[src/rtl/burst_colgen_pkg.sv]
package burst_colgen_pkg;

   typedef enum logic {
      ORD_SEQ = 1'b0,
      ORD_ILV = 1'b1
   } order_e;

   typedef struct packed {
      logic       full;
      logic [2:0] log_len;
   } len_dec_t;

   // Decodes the length code into log2 of the beat count or full page.
   function automatic len_dec_t decode_len(input logic [2:0] code,
                                           input int unsigned max_log,
                                           input int unsigned full_code);
      len_dec_t d;
      d.full    = 1'b0;
      d.log_len = 3'd0;
      if (32'(code) == full_code) begin
         d.full = 1'b1;
      end else if (32'(code) <= max_log) begin
         d.log_len = code;
      end
      return d;
   endfunction

endpackage

[src/rtl/burst_len_decode.sv]
module burst_len_decode
   import burst_colgen_pkg::*;
#(
   parameter int unsigned COL_W     = 10,
   parameter int unsigned CODE_W    = 3,
   parameter int unsigned MAX_LOG   = 3,
   parameter int unsigned FULL_CODE = 7
) (
   input  logic [CODE_W-1:0] code_i,
   input  logic              ilv_i,
   output logic [COL_W-1:0]  mask_o,
   output logic              full_o,
   output order_e            order_o
);

   len_dec_t dec;

   always_comb begin
      dec = decode_len(3'(code_i), MAX_LOG, FULL_CODE);
   end

   // Beat mask: low log_len bits set.
   for (genvar b = 0; b < COL_W; b++) begin : g_mask
      if (b < MAX_LOG) begin : g_low
         assign mask_o[b] = (32'(dec.log_len) > b);
      end else begin : g_high
         assign mask_o[b] = 1'b0;
      end
   end

   assign full_o  = dec.full;
   // Interleaving has no meaning across a full page: fall back to sequential.
   assign order_o = (ilv_i && !dec.full) ? ORD_ILV : ORD_SEQ;

endmodule

[src/rtl/burst_beat_seq.sv]
module burst_beat_seq #(
   parameter int unsigned COL_W = 10
) (
   input  logic             clk,
   input  logic             rst_n,
   input  logic             start_i,
   input  logic             abort_i,
   input  logic [COL_W-1:0] mask_i,
   input  logic             full_i,
   output logic             active_o,
   output logic [COL_W-1:0] beat_o,
   output logic             final_o
);

   logic             active_q;
   logic [COL_W-1:0] beat_q;
   logic [COL_W-1:0] mask_q;
   logic             full_q;
   logic             at_end;

   assign at_end = !full_q && (beat_q == mask_q);

   always_ff @(posedge clk or negedge rst_n) begin
      if (!rst_n) begin
         active_q <= 1'b0;
         beat_q   <= '0;
         mask_q   <= '0;
         full_q   <= 1'b0;
      end else if (start_i) begin
         active_q <= 1'b1;
         beat_q   <= '0;
         mask_q   <= mask_i;
         full_q   <= full_i;
      end else if (abort_i) begin
         active_q <= 1'b0;
      end else if (active_q) begin
         if (at_end) begin
            active_q <= 1'b0;
         end else begin
            beat_q <= beat_q + 1'b1;
         end
      end
   end

   assign active_o = active_q;
   assign beat_o   = beat_q;
   assign final_o  = active_q && at_end;

endmodule

[src/rtl/burst_addr_form.sv]
module burst_addr_form
   import burst_colgen_pkg::*;
#(
   parameter int unsigned COL_W   = 10,
   parameter int unsigned MAX_LOG = 3
) (
   input  logic             clk,
   input  logic             rst_n,
   input  logic             load_i,
   input  logic [COL_W-1:0] start_col_i,
   input  logic [COL_W-1:0] mask_i,
   input  logic             full_i,
   input  order_e           order_i,
   input  logic [COL_W-1:0] beat_i,
   output logic [COL_W-1:0] col_o
);

   logic [COL_W-1:0] base_q;
   logic [COL_W-1:0] mask_q;
   logic             full_q;
   order_e           order_q;
   logic [COL_W-1:0] sum_v;
   logic [COL_W-1:0] xor_v;

   always_ff @(posedge clk or negedge rst_n) begin
      if (!rst_n) begin
         base_q  <= '0;
         mask_q  <= '0;
         full_q  <= 1'b0;
         order_q <= ORD_SEQ;
      end else if (load_i) begin
         base_q  <= start_col_i;
         mask_q  <= mask_i;
         full_q  <= full_i;
         order_q <= order_i;
      end
   end

   // Low bits of a plain sum equal the modulo-L count, as no carry enters them.
   assign sum_v = base_q + beat_i;
   assign xor_v = base_q ^ beat_i;

   for (genvar b = 0; b < COL_W; b++) begin : g_bit
      if (b < MAX_LOG) begin : g_wrap
         always_comb begin
            if (mask_q[b]) begin
               col_o[b] = (order_q == ORD_ILV) ? xor_v[b] : sum_v[b];
            end else begin
               col_o[b] = full_q ? sum_v[b] : base_q[b];
            end
         end
      end else begin : g_fixed
         assign col_o[b] = full_q ? sum_v[b] : base_q[b];
      end
   end

endmodule

[src/rtl/burst_colgen.sv]
module burst_colgen
   import burst_colgen_pkg::*;
#(
   parameter int unsigned COL_W     = 10,
   parameter int unsigned CODE_W    = 3,
   parameter int unsigned MAX_LOG   = 3,
   parameter int unsigned FULL_CODE = 7
) (
   input  logic              clk,
   input  logic              rst_n,
   input  logic              start_i,
   input  logic [COL_W-1:0]  start_col_i,
   input  logic [CODE_W-1:0] len_code_i,
   input  logic              ilv_i,
   input  logic              abort_i,
   output logic [COL_W-1:0]  col_o,
   output logic              valid_o,
   output logic              last_o
);

   localparam int unsigned MAX_BEATS = 1 << MAX_LOG;

   if (CODE_W != 3) begin : g_chk_code
      $error("burst_colgen: CODE_W must be 3");
   end
   if (MAX_LOG >= COL_W || MAX_BEATS > 64) begin : g_chk_log
      $error("burst_colgen: MAX_LOG out of range");
   end
   if (FULL_CODE <= MAX_LOG || FULL_CODE >= (1 << CODE_W)) begin : g_chk_full
      $error("burst_colgen: FULL_CODE collides with a fixed length");
   end

   logic [COL_W-1:0] mask_d;
   logic             full_d;
   order_e           order_d;
   logic [COL_W-1:0] beat;
   logic             active;
   logic             final_beat;

   burst_len_decode #(
      .COL_W(COL_W), .CODE_W(CODE_W), .MAX_LOG(MAX_LOG), .FULL_CODE(FULL_CODE)
   ) u_dec (
      .code_i (len_code_i),
      .ilv_i  (ilv_i),
      .mask_o (mask_d),
      .full_o (full_d),
      .order_o(order_d)
   );

   burst_beat_seq #(.COL_W(COL_W)) u_seq (
      .clk     (clk),
      .rst_n   (rst_n),
      .start_i (start_i),
      .abort_i (abort_i),
      .mask_i  (mask_d),
      .full_i  (full_d),
      .active_o(active),
      .beat_o  (beat),
      .final_o (final_beat)
   );

   burst_addr_form #(.COL_W(COL_W), .MAX_LOG(MAX_LOG)) u_addr (
      .clk        (clk),
      .rst_n      (rst_n),
      .load_i     (start_i),
      .start_col_i(start_col_i),
      .mask_i     (mask_d),
      .full_i     (full_d),
      .order_i    (order_d),
      .beat_i     (beat),
      .col_o      (col_o)
   );

   assign valid_o = active;
   assign last_o  = final_beat;

endmodule

[config.mk]
export PLATFORM = sky130hd
export DESIGN_NAME = burst_colgen
export DESIGN_NICKNAME = d
export VERILOG_FILES = /design/src/rtl/burst_colgen_pkg.sv /design/src/rtl/burst_len_decode.sv /design/src/rtl/burst_beat_seq.sv /design/src/rtl/burst_addr_form.sv /design/src/rtl/burst_colgen.sv
export SDC_FILE = /design/constraint.sdc
export NUM_CORES = 1
export LEC_CHECK = 0
export BUFFER_PORTS_ARGS = -buffer_cell sky130_fd_sc_hd__buf_4
export CORE_ASPECT_RATIO = 0.6
export CORE_MARGIN = 2
export CORE_UTILIZATION = 45
export CTS_BUF_LIST = sky130_fd_sc_hd__clkbuf_4
export DETAILED_ROUTE_END_ITERATION = 10
export HOLD_SLACK_MARGIN = 0.1
export PLACE_DENSITY = 0.67
export SLEW_MARGIN = 20
export SYNTH_ARGS = -nofsm -noshare
export SYNTH_HDL_FRONTEND = slang
export SYNTH_HIERARCHICAL = 1
export SYNTH_SLANG_ARGS = --single-unit
[constraint.sdc]
create_clock -name clk -period 2.1 [get_ports clk]
set_input_delay 0 -clock clk [delete_from_list [all_inputs] [get_ports clk]]
set_output_delay 0 -clock clk [all_outputs]
set_load 0.01 [all_outputs]
[Word level (Yosys, flattened, before mapping)]
Cells that the tools add are included.
Operators by class
  $lt $le $gt $ge: 4
  multiplexer cells: 28
  add/sub/neg operators: 2
  equal/unequal tests: 4
  reductions and logical operators: 7
  bitwise gates (word level): 1
Operators with widths (number)
  $mux W10: 4
  $mux W1: 22
  $add A10 B1 Y10 const B: 1
  $add A10 B10 Y10: 1
  $eq A10 B3 Y1: 1
  $gt A3 B1 Y1 const B: 2
  $mux W3: 2
  $ne A2 B2 Y1 const B: 2
  $eq A3 B3 Y1 const B: 1
  $gt A3 B2 Y1 const B: 1
  $le A3 B2 Y1 const B: 1
  $logic_and A1 B1 Y1: 3
  $reduce_and A3 Y1: 1
  $xor A3 B3 Y3: 1
  $logic_not A1 Y1: 2
  $reduce_bool A2 Y1: 1
Storage, ports and cells
  output and inout bits: 12
  input bits: 18
  flip-flop bits (word level): 26
  logic and storage cells: 52

[Longest topological paths before layout]
Gate-level depths: netlist (run 1).
  word-level depth: 6
  gate-level depth with buffers: 8
  mapped depth without buffers: 8

[Hierarchy]
The synthesis (run 1) kept the hierarchy.
Modules (own cells, without submodules)
  burst_addr_form: cells each 131, area each 1227.4 µm², seq. area each 375.4 µm², times used 1
  burst_beat_seq: cells each 98, area each 1141.1 µm², seq. area each 550.5 µm², times used 1
  burst_len_decode: cells each 15, area each 97.6 µm², seq. area each 0.0 µm², times used 1

[Worst setup path after synthesis (run 1)]
No wires, ideal clock.
  path type: register -> output
  from: reg u_seq.beat_q[0], in the netlist u_seq/beat_o[0]
  to: out col_o[8]
  data required time: 2.100 ns
  cell stages (with the launch flop): 9
  buffers on the path: 0
  slack: 0.057 ns
  arrival time: 2.043 ns
  path through: dfrtp_1 -> ha_1 -> inv_1 -> fa_1 -> nor2b_4 -> o211a_4 -> nor3_1 -> or4_1 -> nand3_1
Between the ends
  longest elaborated chain between the ends: 2
Ends and longest elaborated chain
  start: declaration: RTL line burst_beat_seq.sv:16  | logic [COL_W-1:0] beat_q;
  start signal: assignment: RTL line burst_beat_seq.sv:40  | beat_q <= beat_q + 1'b1;
  $add A10 B10 Y10: RTL line burst_addr_form.sv:40  | assign sum_v = base_q + beat_i;
  $mux W1: RTL line burst_addr_form.sv:53  | assign col_o[b] = full_q ? sum_v[b] : base_q[b];
  end: declaration: RTL line burst_colgen.sv:16  | output logic [COL_W-1:0] col_o,
Every way passes these cells.

[Worst setup path in the final report (run 1)]
  from: reg u_addr.base_q[0]
  to: out col_o[8]
Between the ends
  longest elaborated chain between the ends: 2
Ends and longest elaborated chain
  start: declaration: RTL line burst_addr_form.sv:18  | logic [COL_W-1:0] base_q;
  start signal: assignment: RTL line burst_addr_form.sv:32  | base_q <= start_col_i;
  $add A10 B10 Y10: RTL line burst_addr_form.sv:40
  $mux W1: RTL line burst_addr_form.sv:53
Every way passes these cells.

==> summary.md, run 1 <==
| Metric | Value |
|---|---|
| IO Count | `30` |
| Clock power frac | `between 20% and 30%` |
| CP Cell Sequence | `ha_2, inv_2, fa_2, nor2b_4, o211a_4, nor3_2, or4_4, nand3_2, buf_6` |
| Slowest cell on the critical path | `or4_4` |
| Largest net degree at the start of global routing | `41` |
| Worst-Skew Late Latency | `340 ps` |
| Die ar. | `6110 um2` |
| Internal power | `1.19 mW` |
| #FFs+latches synth | `37` |
| Failing checks | `setup timing` |
| Outcome | `complete, but fails checks` |
| PortBufs | `29` |
| Startpoint types | `flip-flop` |
| Seq/Total Area, Yosys | `37.5%` |
| Max-slew violations | `0` |
| Bufs on Longest Clock Path | `2` |
| Drt wl/cell | `15.1 um` |
| Sequential share of power | `48.1%` |
| Share of cells above drive strength 1 | `between 40% and 50%` |
| Slew HR | `59.1%` |
| Leak | `1.40 nW` |
| GRT Overall Usage | `between 10% and 20%` |
| # nets final | `332` |
| Drt drc | `0` |
| Net switching power | `0.504 mW` |
| DRT met1 WL | `2900 um` |
| Commonest non-fill, non-tap cells in the layout | `buf_4, dfrtp_1, mux2_2` |
| Final setup fails | `6` |
| Synth Flop Type | `dfrtp_1` |
| Synthesized cell area | `around 2500 um2` |
| N_diodes | `0` |
| H-tree depth | `2` |
| DIE WIDTH | `99.6 um` |
| Highest routed metal layer | `met4` |
| Pre-CTS WS | `-12.8 ps` |
| Delay-heaviest family, CP | `simple AND/OR/NAND/NOR gates` |
| Worst path required time | `2100 ps` |
| Die span in y | `slightly above 60 um` |
| Crit. End Element | `primary output` |
| Initial Utilization | `a little under half` |
| CTS tree | `yes` |
| Synth cell types | `54` |
| Vias in the first global route | `between 1500 and 2000` |
| CP bufs+invs | `2` |
| Max Cap Violations | `0` |
| Setup repair after global routing missed its margin | `true` |
| Post-synth EDFFs | `0` |
| Net Sw Frac | `29.8%` |
| CP arrival | `2300 ps` |
| Root Driver | `clkbuf_4` |
| Placer Congestion | `0.815` |
| WL met3 | `183 um` |
| Worst Tran Pin Value | `610 ps` |
| CTS sink cnt | `37` |
| Max Clock Freq | `between 400 and 500 MHz` |
| Post-route setup slack | `-204 ps` |
| Max incr delay on CP | `420 ps` |
| Vias per inst | `5.36` |
| Overflow after GRT | `0` |
| Global-route wire length before repair | `9250 um` |
| Final worst-path cycle share | `110%` |
| Combinational fraction of design power | `27.1%` |
| Hold WC Path Type | `in2reg` |
| Finished Core Util | `between 60 and 70%` |
| Area growth syn-to-layout | `29.9%` |
| Syn avg cell area | `10.1 um2` |
| DR vias | `1984` |
| Post-DP HPWL | `3830 um` |
| DR pass1 iterations | `5` |
| Layout Skew | `8.24 ps` |
| Antenna Nets Post-Route | `0` |
| Tmin final | `2300 ps` |
| Row count | `20` |
| Core footprint | `5180 um2` |
| Crit Path Class | `reg2out` |
| Pwr dens | `528 nW/um2` |
| Hold violation count in the final report | `0` |
| Post-Synthesis Cells | `244` |
| CTS Buf Count | `5` |
| Total wire length | `5590 um` |
| CP max FO | `3` |
| Peak VDD IR | `0.337 mV` |
| Ys async rst share | `100%` |
| Most common cell after layout, fill and taps aside | `buf_4` |
| Syn. warnings | `6` |
| Initial DRC count | `95` |
| Antenna violations before repair | `0` |
| Routed wl met2 | `2500 um` |
| Clk pin slew, worst setup/hold paths | `110 ps` |
==> cell families after synthesis <==
logic type,Yosys count,synth area share [%]
AO/OA/AOI/OAI,45,12.7
XOR/XNOR,14,5.28
adder cells (fa/ha/maj),11,5.89
buffers and inverters,26,5.73
flip-flops,37,37.5
multiplexers,30,13.7
other,1,0.152
AND/OR/NAND/NOR,80,19.0
==> sequential cells by signal, summed over array words and instances, names as in the netlist <==
| register | flops |
|---|---|
| u_seq/mask_q | 10 |
| u_seq/beat_o | 10 |
| u_addr/full_q | 1 |
| u_seq/active_o | 1 |
| u_addr/base_q | 10 |
| u_seq/full_q | 1 |
| u_addr/order_q | 1 |
| u_addr/mask_q | 3 |
==> per-stage QoR <==
stage / std cells / instance area [um2] / hold WS, ps / TNS (ps) / power, mW
5_1_grt: 370 / 3200 / 103 / -1360 / 1.79
6_report: 370 / 3200 / 114 / -737 / 1.69
2_1_floorplan: 250 / 2490 / -296 / 0 / 1.06
3_3_place_gp: 338 / 2760 / -1.70 / 0 / 1.19
4_1_cts: 365 / 3090 / 101 / -938 / 1.67
3_5_place_dp: 338 / 2760 / -0.744 / -12.8 / 1.20
==> routing by layer <==
| layer | track usage (%) | vias to the layer above |
|---|---|---|
| li1 | - | 985 |
| met1 | 28.0 | 966 |
| met2 | 31.3 | 31 |
| met3 | 4.43 | 2 |
| met4 | 4.50 | 0 |
| met5 | 0 | - |
==> worst register-to-register path, cell delays in order (launching register included) <==
cell and delay, ps:
dfrtp_1 450, buf_4 190, xor2_1 250, nor4_4 70, and3_4 180, buf_4 150, nor4_2 310, mux2_4 330
==> area by class of cell <==
type,instances,area [um2]
Fill cell,451,1980
Inverter,9,33.8
Clock buffer,8,60.1
Tap cell,66,82.6
Multi-Input combinational cell,187,1560
Sequential cell,37,930
Timing Repair Buffer,63,536
==> Yosys cell counts (3+ instances only) <==
cell type,n,share of area (%)
buf_4,9,2.7
clkbuf_1,3,0.46
or2_2,3,0.76
nor2b_1,4,1.0
nand2_1,17,2.6
or4_1,4,1.2
a21oi_1,12,2.4
o31ai_1,4,1.2
mux2_2,27,12
nor4_2,3,1.5
or3_1,4,1.0
dfrtp_1,37,38
nor2_1,15,2.3
nand3_1,8,1.6
o21ai_0,7,1.4
a31oi_1,3,0.76
nor3_1,8,1.6
inv_1,9,1.4
xnor2_1,4,1.4
xor2_1,9,3.2
o21a_1,3,0.91
ha_1,10,5.1
==> power groups by stage <==
stage	sequential [mW]	clock, mW	combinational (mW)
floorplan	0.811	0	0.246
global placement	0.821	0	0.371
detailed placement	0.824	0	0.377
CTS	0.814	0.424	0.427
global route	0.822	0.460	0.503
finish	0.814	0.418	0.459
==> final timing paths <==
kind,slack (ps),startpoint,depth (start not counted),to
max in group asynchronous,1600,rst_n,2,u_seq/beat_o[5]
min in group asynchronous,140,rst_n,2,u_addr/base_q[9]
worst min-delay path,110,len_code_i[1],3,u_seq/mask_q[1]
worst min register to register,530,u_addr/mask_q[0],1,u_addr/mask_q[0]
worst max-delay path,-200,u_addr/base_q[0],9,col_o[8]
worst max register to register,70,u_seq/beat_o[2],7,u_seq/beat_o[7]
==> timing repair <==
item	4_1_cts	5_1_grt
setup buffers	4	5
cloned	0	0
gates resized for setup	19	18
pin swaps	9	10
hold buffers	16	0
hold endpoints to repair	58	0
endpoints found under the setup margin	6	9
Power figures use the tool's default switching activity.
==> inputs of run 2 (changes only) <==
Clock period 2.1 ns to 2.03 ns, I/O delays scaled along.
==> run 2 against run 1 <==
The flow still finishes with violations (setup timing). Non-clock buffer count is 11 higher. Routed wire length is 4.9% higher. Sequential cell count stayed put. Highest routed layer unchanged. Sequential power is 3.3% higher. Clock power is 7.7% lower. Combinational power is 8.7% higher. Utilization is 2.4 points higher. Register-to-register slack worse by 100 ps.
==> summary.md, run 2 (same netlist as run 1, synthesis figures left out) <==
| Metric | Value |
|---|---|
| Initial Utilization | `47.6% (unchanged)` |
| Largest net degree at the start of global routing | `41 (unchanged)` |
| Antenna Nets Post-Route | `0 (unchanged)` |
| Drt wl/cell | `15.4 um (was 15.1 um)` |
| Clk pin slew, worst setup/hold paths | `130 ps (was 110 ps)` |
| Share of cells above drive strength 1 | `43.2% (was 41.4%)` |
| Worst path required time | `2030 ps (was 2100 ps)` |
| Core footprint | `5180 um2 (unchanged)` |
| CTS tree | `yes (unchanged)` |
| Hold violation count in the final report | `0 (unchanged)` |
| Root Driver | `clkbuf_4 (unchanged)` |
| Power, Total | `1.73 mW (was 1.69 mW)` |
| Reg2reg start | `u_seq/beat_o[1] (was u_seq/beat_o[2])` |
| Placed cell count | `345 (was 338)` |
| Global-route wire length before repair | `9250 um (unchanged)` |
| N_diodes | `0 (unchanged)` |
| CP max FO | `3 (unchanged)` |
| Worst path depth | `8 (was 9)` |
| Die span in y | `61.3 um (unchanged)` |
| Final std cells w/o fill | `381 (was 370)` |
| Overflow after GRT | `0 (unchanged)` |
| Pre-CTS WS | `13.9 ps (was -12.8 ps)` |
| Final instance area | `3330 um2 (was 3200 um2)` |
| Bufs on Longest Clock Path | `2 (unchanged)` |
| DIE WIDTH | `99.6 um (unchanged)` |
| GRT Overall Usage | `19.8% (was 19.7%)` |
| Vias in the first global route | `1930 (was 1917)` |
| Drt drc | `0 (unchanged)` |
| Worst r2r path cells | `8 (was 7)` |
| Setup crit start | `u_seq/beat_o[1] (was u_addr/base_q[0])` |
| Placed cell area | `2820 um2 (was 2760 um2)` |
| Initial DRC count | `94 (was 95)` |
| IO Count | `30 (unchanged)` |
| CTS sink cnt | `37 (unchanged)` |
| DR pass1 iterations | `4 (was 5)` |
| Finished Core Util | `64.3% (was 61.9%)` |
| Slowest cell on the critical path | `dfrtp_1 (was or4_4)` |
| Max Cap Violations | `0 (unchanged)` |
| Outcome | `complete, but fails checks (unchanged)` |
| Total wire length | `5870 um (was 5590 um)` |
| Worst R2R End | `u_seq/beat_o[7] (unchanged)` |
| DR vias | `2039 (was 1984)` |
| Failing checks | `setup timing (unchanged)` |
| Crit Path Class | `reg2out (unchanged)` |
| CP arrival | `2280 ps (was 2300 ps)` |
| Commonest non-fill, non-tap cells in the layout | `buf_4, dfrtp_1, mux2_2 (unchanged)` |
| Delay-heaviest family, CP | `simple AND/OR/NAND/NOR gates (unchanged)` |
| Final worst-path cycle share | `112%` |
| CP endpoint | `col_o[8] (unchanged)` |
| Most common cell after layout, fill and taps aside | `buf_4 (unchanged)` |
| CTS Buf Count | `5 (unchanged)` |
| Row count | `20 (unchanged)` |
| Max Clock Freq | `438 MHz` |
| # nets final | `343 (was 332)` |
| Layout Skew | `14.2 ps (was 8.24 ps)` |
| CP Cell Sequence | `inv_1, fa_2, nor2b_4, o211a_4, nor3_4, or4_1, nand3_2, buf_6 (was ha_2, inv_2, fa_2, nor2b_4, o211a_4, nor3_2, or4_4, nand3_2, buf_6)` |
| Reg2Reg Setup Slack | `-30 ps (was 70 ps)` |
| H-tree depth | `2 (unchanged)` |
| Area growth syn-to-layout | `35.0% (was 29.9%)` |
| Leak | `1.45 nW (was 1.40 nW)` |
| Hold WC Path Type | `in2async (was in2reg)` |
| Pwr dens | `518 nW/um2 (was 528 nW/um2)` |
| Post-route setup slack | `-252 ps (was -204 ps)` |
| Post-DP HPWL | `3830 um (about the same)` |
| Die ar. | `6110 um2 (unchanged)` |
| Final setup fails | `8 (was 6)` |
| Placer Congestion | `0.878 (was 0.815)` |
| Peak VDD IR | `0.328 mV (was 0.337 mV)` |
| Setup TNS | `-1060 ps (was -737 ps)` |
| Worst Hold Margin | `115 ps (was 114 ps)` |
| Tmin final | `approximately 2300 ps` |
| Setup repair after global routing missed its margin | `true (unchanged)` |
| Max-slew violations | `0 (unchanged)` |
| Crit. End Element | `primary output (unchanged)` |
| Max incr delay on CP | `450 ps (was 420 ps)` |
| PortBufs | `29 (unchanged)` |
| Worst-Skew Late Latency | `350 ps (was 340 ps)` |
| Vias per inst | `5.35 (was 5.36)` |
| CP bufs+invs | `2 (unchanged)` |
| Startpoint types | `flip-flop (unchanged)` |
| Antenna violations before repair | `0 (unchanged)` |
[run 2: cell count changes in the layout (fill, tap and decap cells not counted), sizes merged]
cell         change
clkbuf           -3
clkinv           +3
dlygate4sd3      +3
buf              +8
[run 2: worst reg2reg max path, stage by stage (launching register included)]
cell and delay (ps):
dfrtp_1 450, buf_4 160, buf_6 120, xor2_2 160
nor4_2 80, and3_4 210, buf_4 140, nor4_4 330
mux2_4 330
[run 2: per-layer routing]
layer	global-route usage (%)	vias up	routed length [um]
li1	-	1007	-
met1	27.8	976	2870
met2	31.0	47	2670
met3	5.33	9	281
met4	5.09	0	47
met5	0	-	0
[run 2: worst min path at each step]
stage	from	end	slack [ps]	depth (start not counted)
finish	rst_n	u_seq/mask_q[6]	120	2
global route	len_code_i[1]	u_addr/mask_q[2]	110	4
CTS	rst_n	u_seq/mask_q[4]	120	2
detailed placement	rst_n	u_seq/mask_q[4]	-3	1
global placement	rst_n	u_seq/mask_q[4]	-5	1
floorplan	rst_n	u_addr/base_q[0]	-300	0
[run 2: where the power goes]
group / switching [mW] / internal, mW
logic: 0.223 / 0.276
clock network: 0.260 / 0.125
registers: 0.0508 / 0.790
[run 2: repair_timing]
action | CTS | global route
buffers inserted | 6 | 4
pin swaps | 14 | 12
gates resized for setup | 23 | 20
setup endpoints to repair | 6 | 13
endpoints found under the hold margin | 58 | 0
hold buffers | 19 | 0
[run 2: layout make-up]
type | count | area (um2)
Fill cell | 432 | 1850
Multi-Input combinational cell | 187 | 1600
Sequential cell | 37 | 930
Timing Repair Buffer | 74 | 629
Tap cell | 66 | 82.6
Clock buffer | 5 | 37.5
Inverter | 9 | 33.8
Clock inverter | 3 | 12.5
==> inputs of run 3 (changes only) <==
Settings changed: BUFFER_PORTS_ARGS -buffer_cell sky130_fd_sc_hd__buf_4 to -buffer_cell sky130_fd_sc_hd__buf_2.
Clock period 2.03 ns to 2 ns, I/O delays scaled along.
==> run 3 against run 2 <==
The run still ends with setup timing left. Worst hold slack improved by 130 ps. Sequential power increased by 2%. Global-route usage rose by 0.57 points. Utilization grew 0.41 points. Die area is the same. Cell area is 0.64% higher. Largest power group unchanged.
==> summary.md, run 3 (same netlist as run 1, synthesis figures left out) <==
| Metric | Value |
|---|---|
| H-tree depth | `2 (unchanged)` |
| Outcome | `complete, but fails checks (unchanged)` |
| CP endpoint | `col_o[8] (unchanged)` |
| Drt drc | `0 (unchanged)` |
| Setup repair after global routing missed its margin | `true (unchanged)` |
| Reg2reg start | `u_seq/beat_o[2] (was u_seq/beat_o[1])` |
| Layout Skew | `2.58 ps (was 14.2 ps)` |
| Post-DP HPWL | `3940 um (was 3830 um)` |
| Max-slew violations | `0 (unchanged)` |
| Worst Tran Pin Value | `845 ps` |
| Antenna Nets Post-Route | `0 (unchanged)` |
| DIE WIDTH | `99.6 um (unchanged)` |
| Total wire length | `6060 um (was 5870 um)` |
| Pwr dens | `591 nW/um2 (was 518 nW/um2)` |
| Failing checks | `setup timing (unchanged)` |
| Commonest non-fill, non-tap cells in the layout | `dfrtp_1, buf_2, mux2_2 (was buf_4, dfrtp_1, mux2_2)` |
| Root Driver | `clkbuf_4 (unchanged)` |
| Drt wl/cell | `15.9 um (was 15.4 um)` |
| Clk pin slew, worst setup/hold paths | `120 ps (was 130 ps)` |
| Initial Utilization | `47.6% (unchanged)` |
| Worst r2r path cells | `9 (was 8)` |
| Global-route wire length before repair | `9510 um (was 9250 um)` |
| Die span in y | `61.3 um (unchanged)` |
| Worst-Skew Late Latency | `340 ps (was 350 ps)` |
| IO Count | `30 (unchanged)` |
| Crit. End Element | `primary output (unchanged)` |
| Finished Core Util | `64.7% (was 64.3%)` |
| Placer Congestion | `0.795 (was 0.878)` |
| Overflow after GRT | `0 (unchanged)` |
| Antenna violations before repair | `0 (unchanged)` |
| Vias in the first global route | `1958 (was 1930)` |
| Core footprint | `5180 um2 (unchanged)` |
| Hold violation count in the final report | `0 (unchanged)` |
| GRT Overall Usage | `20.4% (was 19.8%)` |
| Final worst-path cycle share | `115%` |
| Final setup fails | `14 (was 8)` |
| Die ar. | `6110 um2 (unchanged)` |
| Slew HR | `43.7%` |
| Worst Hold Margin | `245 ps (was 115 ps)` |
| Bufs on Longest Clock Path | `2 (unchanged)` |
| DR pass1 iterations | `4 (unchanged)` |
| CTS sink cnt | `37 (unchanged)` |
| Row count | `20 (unchanged)` |
| Worst R2R End | `u_seq/beat_o[7] (unchanged)` |
| Max incr delay on CP | `410 ps (was 450 ps)` |
| Crit Path Class | `reg2out (unchanged)` |
| Post-route setup slack | `-297 ps (was -252 ps)` |
| Peak VDD IR | `0.399 mV (was 0.328 mV)` |
| Worst path required time | `2000 ps (was 2030 ps)` |
| Vias per inst | `5.41 (was 5.35)` |
| Initial DRC count | `71 (was 94)` |
| DR vias | `2066 (was 2039)` |
| Largest net degree at the start of global routing | `38 (was 41)` |
| Startpoint types | `flip-flop (unchanged)` |
| Reg2Reg Setup Slack | `-90 ps (was -30 ps)` |
| CP arrival | `2300 ps (was 2280 ps)` |
| PortBufs | `29 (unchanged)` |
| Most common cell after layout, fill and taps aside | `dfrtp_1 (was buf_4)` |
| Max Cap Violations | `0 (unchanged)` |
| Share of cells above drive strength 1 | `43.0% (was 43.2%)` |
| N_diodes | `0 (unchanged)` |
| # nets final | `344 (was 343)` |
| Leak | `1.46 nW (was 1.45 nW)` |
| Hold WC Path Type | `in2reg (was in2async)` |
| Hold Path Depth | `2` |
| Slowest cell on the critical path | `or4_4 (was dfrtp_1)` |
| CP Cell Sequence | `ha_2, inv_2, fa_2, nor2b_4, o211a_4, nor3_4, or4_4, nand3_2, buf_6 (was inv_1, fa_2, nor2b_4, o211a_4, nor3_4, or4_1, nand3_2, buf_6)` |
| Max Clock Freq | `435 MHz` |
| CTS tree | `yes (unchanged)` |
| Area growth syn-to-layout | `35.9% (was 35.0%)` |
| CP max FO | `3 (unchanged)` |
| Setup crit start | `u_addr/base_q[0] (was u_seq/beat_o[1])` |
| CTS Buf Count | `5 (unchanged)` |
| Tmin final | `2300 ps` |
==> run 3: cell types whose count changed in the layout (fill, tap and decap cells not counted), sizes merged <==
cell    delta
clkinv     -2
bufinv     +2
and3       +1
==> run 3: final cells by class <==
cell class                      count  area, um2
Clock buffer                        5       37.5
Clock inverter                      3       65.1
Fill cell                         399       1830
Inverter                            9       33.8
Multi-Input combinational cell    188       1630
Sequential cell                    37        930
Tap cell                           66       82.6
Timing Repair Buffer               74        576
==> run 3: critical path, delay by kind of cell (launching register included) <==
kind | cells | cell delay [ps]
compound gates | 1 | 200
buf+inv | 2 | 140
fa+ha+maj | 2 | 550
flops | 1 | 390
simple gates | 4 | 670
==> run 3: worst min path at each step <==
stage,end,startpoint,slack [ps]
after floorplan,u_addr/base_q[0],rst_n,-300
after global placement,u_seq/mask_q[6],rst_n,150
after detailed placement,u_seq/mask_q[6],rst_n,160
after CTS,u_addr/base_q[1],start_i,230
after global routing,u_seq/beat_o[3],start_i,250
final,u_seq/beat_o[3],start_i,240
==> run 3: routing by layer <==
layer	wire (um)	GRT usage, %
met1	3020	29.5
met2	2690	32.3
met3	325	3.75
met4	25	4.89
met5	0	0
==> run 3: report_power, final <==
| part | switching [mW] | leakage (nW) | internal (mW) | total (mW) |
|---|---|---|---|---|
| Sequential | 0.0523 | 0.460 | 0.802 | 0.855 |
| Clock | 0.265 | 0.0552 | 0.387 | 0.651 |
| Combinational | 0.225 | 0.946 | 0.251 | 0.476 |
| Total | 0.542 | 1.46 | 1.44 | 1.98 |
==> run 3: what timing repair did <==
| item | 4_1_cts | 5_1_grt |
|---|---|---|
| setup buffers | 5 | 8 |
| resized for setup | 12 | 35 |
| gates cloned | 1 | 0 |
| pin swaps | 8 | 17 |
| endpoints found under the hold margin | 58 | 0 |
| setup endpoints to repair | 7 | 15 |
| hold buffers | 19 | 0 |
==> run 3: through the flow <==
| stage | area [um2] | std cells | power (mW) | setup TNS, ps | setup WS, ps |
|---|---|---|---|---|---|
| 6_report | 3350 | 382 | 1.98 | -1810 | -297 |
| 5_1_grt | 3350 | 382 | 2.09 | -3190 | -406 |
| 4_1_cts | 3150 | 376 | 1.97 | -1490 | -377 |
| 3_5_place_dp | 2740 | 344 | 1.24 | -60.8 | -60.8 |
| 3_3_place_gp | 2740 | 344 | 1.23 | 0 | 5.96 |
| 2_1_floorplan | 2500 | 250 | 1.11 | 0 | 27.9 |
